[config.mk]
export PLATFORM = sky130hd
export DESIGN_NAME = spi_rsp_check
export DESIGN_NICKNAME = d
export VERILOG_FILES = /design/src/rtl/spi_rsp_pkg.sv /design/src/rtl/spi_rsp_tally.sv /design/src/rtl/spi_rsp_match.sv /design/src/rtl/spi_rsp_fsm.sv /design/src/rtl/spi_rsp_check.sv
export SDC_FILE = /design/constraint.sdc
export NUM_CORES = 1
export LEC_CHECK = 0
export ABC_AREA = 1
export BUFFER_PORTS_ARGS = -buffer_cell sky130_fd_sc_hd__buf_2
export CORE_MARGIN = 5
export CORE_UTILIZATION = 35
export CTS_CLUSTER_SIZE = 24
export DETAILED_ROUTE_END_ITERATION = 7
export GPL_TIMING_DRIVEN = 0
export HOLD_SLACK_MARGIN = 0.12
export PLACE_DENSITY_LB_ADDON = 0.3
export SLEW_MARGIN = 20
export SYNTH_ARGS = -nofsm -noshare
export SYNTH_HDL_FRONTEND = slang
export SYNTH_SLANG_ARGS = --single-unit
[constraint.sdc]
create_clock -name clk_i -period 1.9 [get_ports clk_i]
set_input_delay 0.19 -clock clk_i [delete_from_list [all_inputs] [get_ports clk_i]]
set_output_delay 0.19 -clock clk_i [all_outputs]
set_load 0.01 [all_outputs]
[src/rtl/spi_rsp_pkg.sv]
package spi_rsp_pkg;
  typedef enum logic [1:0] {
    PH_IDLE  = 2'd0,
    PH_ECHO  = 2'd1,
    PH_STAT  = 2'd2,
    PH_RECOV = 2'd3
  } phase_e;

  localparam logic [7:0] FILL_BYTE = 8'hFF;
  localparam logic [7:0] STAT_OK   = 8'h00;
endpackage

[src/rtl/spi_rsp_tally.sv]
module spi_rsp_tally #(
  parameter int LIMIT = 10,
  localparam int CW = (LIMIT < 2) ? 1 : $clog2(LIMIT)
) (
  input  logic clk_i,
  input  logic rst_ni,
  input  logic clr_i,
  input  logic inc_i,
  output logic last_o
);
  logic [CW-1:0] cnt_q;

  always_ff @(posedge clk_i or negedge rst_ni) begin
    if (!rst_ni)      cnt_q <= '0;
    else if (clr_i)   cnt_q <= '0;
    else if (inc_i)   cnt_q <= cnt_q + 1'b1;
  end

  assign last_o = (cnt_q == CW'(LIMIT - 1));

  // attempts never run past the budget
  assert_tally_bound_R4: assert property (@(posedge clk_i) disable iff (!rst_ni)
    int'(cnt_q) < LIMIT);
  assert_tally_no_wrap_R6: assert property (@(posedge clk_i) disable iff (!rst_ni)
    (last_o && !clr_i) |-> !inc_i);
endmodule

[src/rtl/spi_rsp_match.sv]
module spi_rsp_match
  import spi_rsp_pkg::*;
(
  input  phase_e     phase_i,
  input  logic [7:0] op_i,
  input  logic [7:0] byte_i,
  output logic       hit_o
);
  logic [7:0] want;

  always_comb begin
    unique case (phase_i)
      PH_ECHO:  want = op_i;
      PH_STAT:  want = STAT_OK;
      PH_RECOV: want = FILL_BYTE;
      default:  want = 8'h00;
    endcase
  end

  assign hit_o = (phase_i != PH_IDLE) && (byte_i == want);
endmodule

[src/rtl/spi_rsp_fsm.sv]
module spi_rsp_fsm
  import spi_rsp_pkg::*;
#(
  parameter logic [7:0] RESET_OP = 8'hCF
) (
  input  logic       clk_i,
  input  logic       rst_ni,
  input  logic       start_i,
  input  logic [7:0] opcode_i,
  input  logic       take_i,
  input  logic       hit_i,
  input  logic       hunt_last_i,
  input  logic       fill_last_i,
  output phase_e     phase_o,
  output logic [7:0] op_o,
  output logic       hunt_clr_o,
  output logic       hunt_inc_o,
  output logic       fill_clr_o,
  output logic       fill_inc_o,
  output logic       done_o,
  output logic       ok_o,
  output logic       fail_o
);
  phase_e     ph_q, ph_d;
  logic [7:0] op_q;
  logic       done_d, ok_d, fail_d;
  logic       is_rst_op;

  assign is_rst_op = (op_q == RESET_OP);

  always_comb begin
    ph_d       = ph_q;
    done_d     = 1'b0;
    ok_d       = 1'b0;
    fail_d     = 1'b0;
    hunt_clr_o = 1'b0;
    hunt_inc_o = 1'b0;
    fill_clr_o = 1'b0;
    fill_inc_o = 1'b0;
    unique case (ph_q)
      PH_IDLE: if (start_i) begin
        ph_d       = PH_ECHO;
        hunt_clr_o = 1'b1;
      end
      PH_ECHO, PH_STAT: if (take_i) begin
        if (hit_i) begin
          hunt_clr_o = 1'b1;
          if (ph_q == PH_ECHO) ph_d = PH_STAT;
          else begin
            ph_d = PH_IDLE; done_d = 1'b1; ok_d = 1'b1;
          end
        end else if (hunt_last_i) begin
          hunt_clr_o = 1'b1;
          if (is_rst_op) begin
            ph_d       = PH_RECOV;
            fill_clr_o = 1'b1;
          end else begin
            ph_d = PH_IDLE; done_d = 1'b1; fail_d = 1'b1;
          end
        end else begin
          hunt_inc_o = 1'b1;
        end
      end
      PH_RECOV: if (take_i) begin
        if (fill_last_i) begin
          ph_d   = PH_IDLE;
          done_d = 1'b1;
          ok_d   = hit_i;
          fail_d = !hit_i;
        end else begin
          fill_inc_o = 1'b1;
        end
      end
      default: ph_d = PH_IDLE;
    endcase
  end

  always_ff @(posedge clk_i or negedge rst_ni) begin
    if (!rst_ni) begin
      ph_q   <= PH_IDLE;
      op_q   <= 8'h00;
      done_o <= 1'b0;
      ok_o   <= 1'b0;
      fail_o <= 1'b0;
    end else begin
      ph_q   <= ph_d;
      done_o <= done_d;
      ok_o   <= ok_d;
      fail_o <= fail_d;
      if (ph_q == PH_IDLE && start_i) op_q <= opcode_i;
    end
  end

  assign phase_o = ph_q;
  assign op_o    = op_q;

  // opcode stays latched through a check
  assert_op_hold_R2: assert property (@(posedge clk_i) disable iff (!rst_ni)
    (ph_q != PH_IDLE) |=> $stable(op_q));
  // recovery only for the reset opcode
  assert_recov_only_rst_R7: assert property (@(posedge clk_i) disable iff (!rst_ni)
    (ph_q == PH_RECOV) |-> is_rst_op);
endmodule

[src/rtl/spi_rsp_check.sv]
module spi_rsp_check
  import spi_rsp_pkg::*;
#(
  parameter int         RETRIES  = 10,
  parameter int         FILL_LEN = 8,
  parameter logic [7:0] RESET_OP = 8'hCF
) (
  input  logic       clk_i,
  input  logic       rst_ni,
  input  logic       start_i,
  input  logic [7:0] opcode_i,
  input  logic [7:0] rx_data_i,
  input  logic       rx_valid_i,
  output logic       rx_ready_o,
  output logic [7:0] tx_data_o,
  output logic       done_o,
  output logic       ok_o,
  output logic       fail_o
);
  phase_e     phase;
  logic [7:0] op;
  logic       take, hit;
  logic       hunt_clr, hunt_inc, hunt_last;
  logic       fill_clr, fill_inc, fill_last;

  assign rx_ready_o = (phase != PH_IDLE);
  assign tx_data_o  = (phase == PH_RECOV) ? FILL_BYTE : 8'h00;
  assign take       = rx_ready_o && rx_valid_i;

  spi_rsp_match u_match (
    .phase_i (phase),
    .op_i    (op),
    .byte_i  (rx_data_i),
    .hit_o   (hit)
  );

  spi_rsp_tally #(.LIMIT(RETRIES)) u_hunt (
    .clk_i  (clk_i),
    .rst_ni (rst_ni),
    .clr_i  (hunt_clr),
    .inc_i  (hunt_inc),
    .last_o (hunt_last)
  );

  spi_rsp_tally #(.LIMIT(FILL_LEN)) u_fill (
    .clk_i  (clk_i),
    .rst_ni (rst_ni),
    .clr_i  (fill_clr),
    .inc_i  (fill_inc),
    .last_o (fill_last)
  );

  spi_rsp_fsm #(.RESET_OP(RESET_OP)) u_fsm (
    .clk_i       (clk_i),
    .rst_ni      (rst_ni),
    .start_i     (start_i),
    .opcode_i    (opcode_i),
    .take_i      (take),
    .hit_i       (hit),
    .hunt_last_i (hunt_last),
    .fill_last_i (fill_last),
    .phase_o     (phase),
    .op_o        (op),
    .hunt_clr_o  (hunt_clr),
    .hunt_inc_o  (hunt_inc),
    .fill_clr_o  (fill_clr),
    .fill_inc_o  (fill_inc),
    .done_o      (done_o),
    .ok_o        (ok_o),
    .fail_o      (fail_o)
  );

  assert_verdict_onehot_R9: assert property (@(posedge clk_i) disable iff (!rst_ni)
    done_o |-> $onehot({ok_o, fail_o}));
  assert_verdict_quiet_R9: assert property (@(posedge clk_i) disable iff (!rst_ni)
    !done_o |-> !(ok_o || fail_o));
  assert_done_pulse_R9: assert property (@(posedge clk_i) disable iff (!rst_ni)
    done_o |=> !done_o);
  assert_done_idle_R10: assert property (@(posedge clk_i) disable iff (!rst_ni)
    done_o |-> !rx_ready_o);
  assert_fill_while_req_R7: assert property (@(posedge clk_i) disable iff (!rst_ni)
    (tx_data_o == FILL_BYTE) |-> rx_ready_o);
endmodule

After elaboration in Yosys (flattened, before gate mapping)
Index checks and enable logic that the tools add are counted.
Widths: inputs -> output; s select.
Operators by class
  add/subtract/negate cells: 2
  multipliers: 0
  div/mod/pow operators: 0
  $lt $le $gt $ge: 0
  equality and inequality tests: 12
  shifts and indexed selects: 0
  multiplexer cells: 50
  bitwise operators: 0
  reductions and logical operators: 10
Operators by type and width (count)
  $mux 1: 31
  $mux 2: 8
  $pmux 8 s2: 1
  $eq 8x8->1: 1
  $eq 8x8->1 const B: 1
  $mux 4: 2
  $mux 8: 1
  $ne 2x2->1 const B: 4
  $pmux 1 s2: 4
  $mux 3: 2
  $pmux 2 s3: 1
  $reduce_bool 2->1: 3
  $reduce_and 5->1: 1
  $add 4x1->4 const B: 1
  $eq 2x2->1 const B: 2
  $eq 4x4->1 const B: 1
  $add 3x1->3 const B: 1
  $eq 3x3->1 const B: 1
  $logic_and 1x1->1: 3
  $ne 3x2->1 const B: 1
  $eq 2x1->1 const B: 1
  $logic_not 2->1: 1
  $reduce_or 2->1: 1
  $logic_not 1->1: 1
Storage, ports and cells
  register bits after elaboration: 20
  latch bits: 0
  bits in writable memories: 0
  bits in read-only memories: 0
  output and inout port bits: 12
  logic and storage cells: 81
  memories kept: 0

Logic depth before layout (Yosys ltp)
  depth in word-level cells: 9
  gate-level depth with buffers: 17
  mapped depth without buffers: 16

Modules after synthesis
A second synthesis with hierarchy kept.
Unflattened totals
  cell total of the unflattened synthesis: 195
  area total of the unflattened synthesis: 1413.9 um2
By module, submodules not included
  spi_rsp_fsm: times used 1, cells an instance 79, area an instance 700.7 um2
  spi_rsp_match: times used 1, cells an instance 59, area an instance 261.5 um2
  spi_rsp_tally at u_hunt: times used 1, cells an instance 27, area an instance 225.2 um2
  spi_rsp_tally at u_fill: times used 1, cells an instance 17, area an instance 151.4 um2
  spi_rsp_check: times used 1, cells an instance 13, area an instance 75.1 um2

Worst setup path after synthesis
Ideal clock, no wire load.
  path kind: flip-flop to flip-flop
  from: register u_fsm.ph_q[0], in the netlist u_fsm.phase_o[0]
  to: register u_hunt.cnt_q[2]
  library setup time: 123 ps
  data arrival time: 1879 ps
  path slack: -102 ps
  stages on the path, launching flop included: 14
  cells stage by stage: dfrtp_1 -> ha_1 -> inv_2 -> nand2_4 -> buf_8 -> nand2_4 -> a21oi_4 -> nand2_2 -> nor2_4 -> nand3_4 -> nand2_1 -> nand2_1 -> a21oi_1 -> nor2_1
Between the ends
  longest elaborated chain between the ends: 8
RTL lines
  start: declaration: line spi_rsp_fsm.sv:24  | phase_e ph_q, ph_d;
  start signal: assignment: line spi_rsp_fsm.sv:86  | ph_q <= ph_d;
  $eq 2x2->1 / $eq 2x1->1 (equally long branches): line spi_rsp_match.sv:12, spi_rsp_fsm.sv:40
  $pmux 8 s2: line spi_rsp_match.sv:12  | unique case (phase_i)
  $eq 8x8->1: line spi_rsp_match.sv:20  | assign hit_o = (phase_i != PH_IDLE) && (byte_i == want);
  $logic_and 1x1->1: line spi_rsp_match.sv:20
  $mux 1: line spi_rsp_fsm.sv:46  | if (hit_i) begin
  $mux 1: line spi_rsp_fsm.sv:45  | PH_ECHO, PH_STAT: if (take_i) begin
  $pmux 1 s2 / $mux 1 (equally long branches): line spi_rsp_fsm.sv:40  | unique case (ph_q)
  $mux 4 / $reduce_bool 2->1 (equally long branches)
  end signal: assignment: line spi_rsp_tally.sv:16  | else if (inc_i) cnt_q <= cnt_q + 1'b1;
  end: declaration: line spi_rsp_tally.sv:11  | logic [CW-1:0] cnt_q;
Parallel ways exist; a longest one is shown, timed or not.
A chain may end at the register's enable or synchronous reset.

Worst setup path after layout
  from: register u_fsm.ph_q[1], in the netlist u_fsm.phase_o[1]
  to: register u_hunt.cnt_q[3]
The elaborated chain is that of the path after synthesis.

==> flow_metrics.tcl <==
set metrics [dict create \
    status "finished with violations" \
    violations "setup timing" \
    synth_fa_ha_area_share_pct 7.76 \
    postRouteAntennaNets 0 \
    drv_cap 0 \
    worst_pin_slew_ns 0.536 \
    syn-num-nets 244 \
    clk_pin_slew_ns 0.07 \
    worstSetupStartpointType "register" \
    arrival_ns 2.16 \
    p_leak_uw 0.00116 \
    powerDensity_nw_per_um2 1090 \
    period_needed_ns 2.01 \
    synth-compound-area-share_pct 6.21 \
    ys_types 33 \
    relSlewSlack_pct 63.9 \
    finalPower_uw 2360 \
    setup.worst_path.start "u_fsm.phase_o[1]" \
    synth_xor_area_share_pct 1.09 \
    crit_required_ns 2.05 \
    worstPathMaxFanout 8 \
    drtPass1Iterations 4 \
    syn2layout_area_growth_pct 34.6 \
    cts-root-buf "clkbuf_8" \
    clock_latency_ns 0.25 \
    vdd_ir_drop_max_v 0.000293 \
    setup_ws_ns -0.108 \
    endpoint_kind "register" \
    yosysSeqAreaShare_pct 31.0 \
    antenna_found_initial 0 \
    r2r-start "u_fsm.phase_o[1]" \
    viasPerCell 4.68 \
    io-pin-count 32 \
    ff2ff_path_depth 16 \
    gr-usage-all-layers_pct 13.1 \
    gr-total-overflow 0 \
    reg2reg_slack_ns -0.11 \
    row_count 24 \
    drive_gt1_share_pct 43.2 \
    clockBufferDepth 2 \
    holdCritStartpoint "opcode_i[3]" \
    synthMuxAreaShare_pct 5.59 \
    remaining_drc_errors 0 \
    core_area_sq_um 4410 \
    dr_wl_met3_um 131 \
    min_to "u_fsm.op_o[3]" \
    netlist_area_sq_um 1610 \
    multiInputGateArea_sq_um 1050 \
    cts_tree "yes" \
    seq_area_sq_um 503 \
    start_util_pct 36.5 \
    grt_pass1_wl_um 6600 \
    ys_seq_elements 20 \
    htreeDepth 1 \
    hold_depth 2 \
    drt_iter0_drc 31 \
    finalSetupViolations 7 \
    numCtsBuffers 3 \
    final_cell_mix "nand2_1, buf_2, inv_1, buf_4" \
    synth_top_family_by_area "simple AND/OR/NAND/NOR gates" \
    worstSetupPathType "register to register" \
    hold_viol_final 0 \
    wl_um 3850 \
    grt_pass1_vias 1468 \
    dp_hpwl_um 2740 \
    fillers 449 \
    grt_max_degree 21 \
    postSynthCellCount 214 \
    wl_met1_um 1610 \
    fmaxAchievable_mhz 498 \
    clock_skew_ns 0.00584 \
    layout_commonest_cell "nand2_1" \
    cts.sinks 20 \
    wl_met2_um 2050 \
    regToRegEndpoint "u_hunt.cnt_q[3]" \
    rsz0062_at_grt "yes" \
    final_nets 296 \
    port_buffers 31 \
    post-route-period-util_pct 106 \
    highest_layer "met4" \
    die_area_sq_um 6070 \
    drv_slew 0 \
    gp_congestion 0.855 \
    yosys.area_share.simple_pct 36.4 \
    die_w_um 77.9 \
    fp.dieH_um 77.9 \
    synth_warnings 0 \
    wl_per_cell_um 12.2 \
    vias 1480 \
    whs_ns 0.166 \
    worstHoldPathType "input pin to register" \
    antenna-diode-count 0 \
    avgSynthCellArea_sq_um 7.54 \
]
-- state kept, by name, indices dropped and copies added (netlist names) --
signal and count:
u_fsm.op_o 8, u_hunt.cnt_q 4, u_fsm.phase_o 2, u_fill.cnt_q 3, u_fsm.fail_o 1, u_fsm.ok_o 1
u_fsm.done_o 1
-- cell type report --
type | count | share of cell area, %
multi-input combinational | 155 | 48.2
sequential | 20 | 23.2
timing repair buffer | 48 | 14.6
inverter | 29 | 5.48
buffer | 9 | 3.63
tap | 52 | 3.00
clock buffer | 3 | 1.90
-- through the flow --
stage | cells | cell area (sq um) | util, % | setup TNS [ns] | setup slack [ns]
global route | 316 | 2170 | 49.2 | -1.93 | -0.259
CTS | 313 | 2120 | 48.1 | -0.211 | -0.0533
detailed placement | 297 | 1850 | 41.8 | -1.68 | -0.212
finish | 316 | 2170 | 49.2 | -0.525 | -0.108
global placement | 297 | 1850 | 41.8 | -1.77 | -0.213
floorplan | 214 | 1630 | - | 0 | 0.0292
-- synthesized netlist by cell type, drive strengths merged --
cell,count,share of area (%)
a211oi,1,0.47
a21boi,1,0.70
a21oi,4,1.9
and2,1,0.39
and3,1,0.39
buf,10,5.2
dfrtp,20,31
ha,10,7.8
inv,29,6.7
mux2,8,5.6
nand2,80,21
nand3,13,5.1
nand3b,4,1.9
nand4,5,1.9
nor2,14,5.0
nor3,1,0.31
nor4,1,0.39
o211ai,4,1.9
o21ai,4,1.2
or2,1,0.39
xor2,2,1.1
-- worst max path at each step --
stage | to | slack (ns) | depth (start not counted)
global route | u_fsm.done_o | -0.26 | 14
CTS | u_hunt.cnt_q[1] | -0.05 | 16
global placement | u_hunt.cnt_q[2] | -0.21 | 14
detailed placement | u_hunt.cnt_q[2] | -0.21 | 14
finish | u_hunt.cnt_q[3] | -0.11 | 16
floorplan | u_hunt.cnt_q[2] | 0.03 | 14
-- timing repair --
item | in CTS | in global routing
setup endpoints to repair | 10 | 12
hold buffers | 1 | 0
cloned | 1 | 0
pin swaps | 5 | 4
buffers inserted | 12 | 3
resized for setup | 31 | 9
endpoints found under the hold margin | 20 | 0
-- power by group --
part | internal [uW] | switching, uW
registers | 571 | 133
logic | 654 | 734
clock network | 141 | 128
-- worst max-delay path: stages (launching register included) --
cell and delay, ns:
dfrtp_2 0.46, inv_4 0.11, ha_4 0.15, inv_4 0.04, nand2_8 0.09, buf_8 0.13
nand3_1 0.07, nand2_1 0.10, nand2_2 0.08, nor2_4 0.12, nand3_4 0.13, nand2_1 0.08
nand2_1 0.07, nand2_1 0.08, nand2_2 0.07, nand2_1 0.07, inv_1 0.03
-- logic make-up after synthesis --
kind of cell	count (synthesis)
AOI/OAI and AO/OA	14
and+or+nand+nor	121
DFF	20
xor gates and xnor gates	2
buffers and inverters	39
adders and majority gates	10
muxes	8
-- metal layers --
layer / vias to the layer above / GRT usage, %
met3: 6 / 2.78
li1: 773 / -
met1: 683 / 15.5
met2: 18 / 23.5
met4: 0 / 3.78
met5: - / 0
Power figures use the tool's default switching activity.
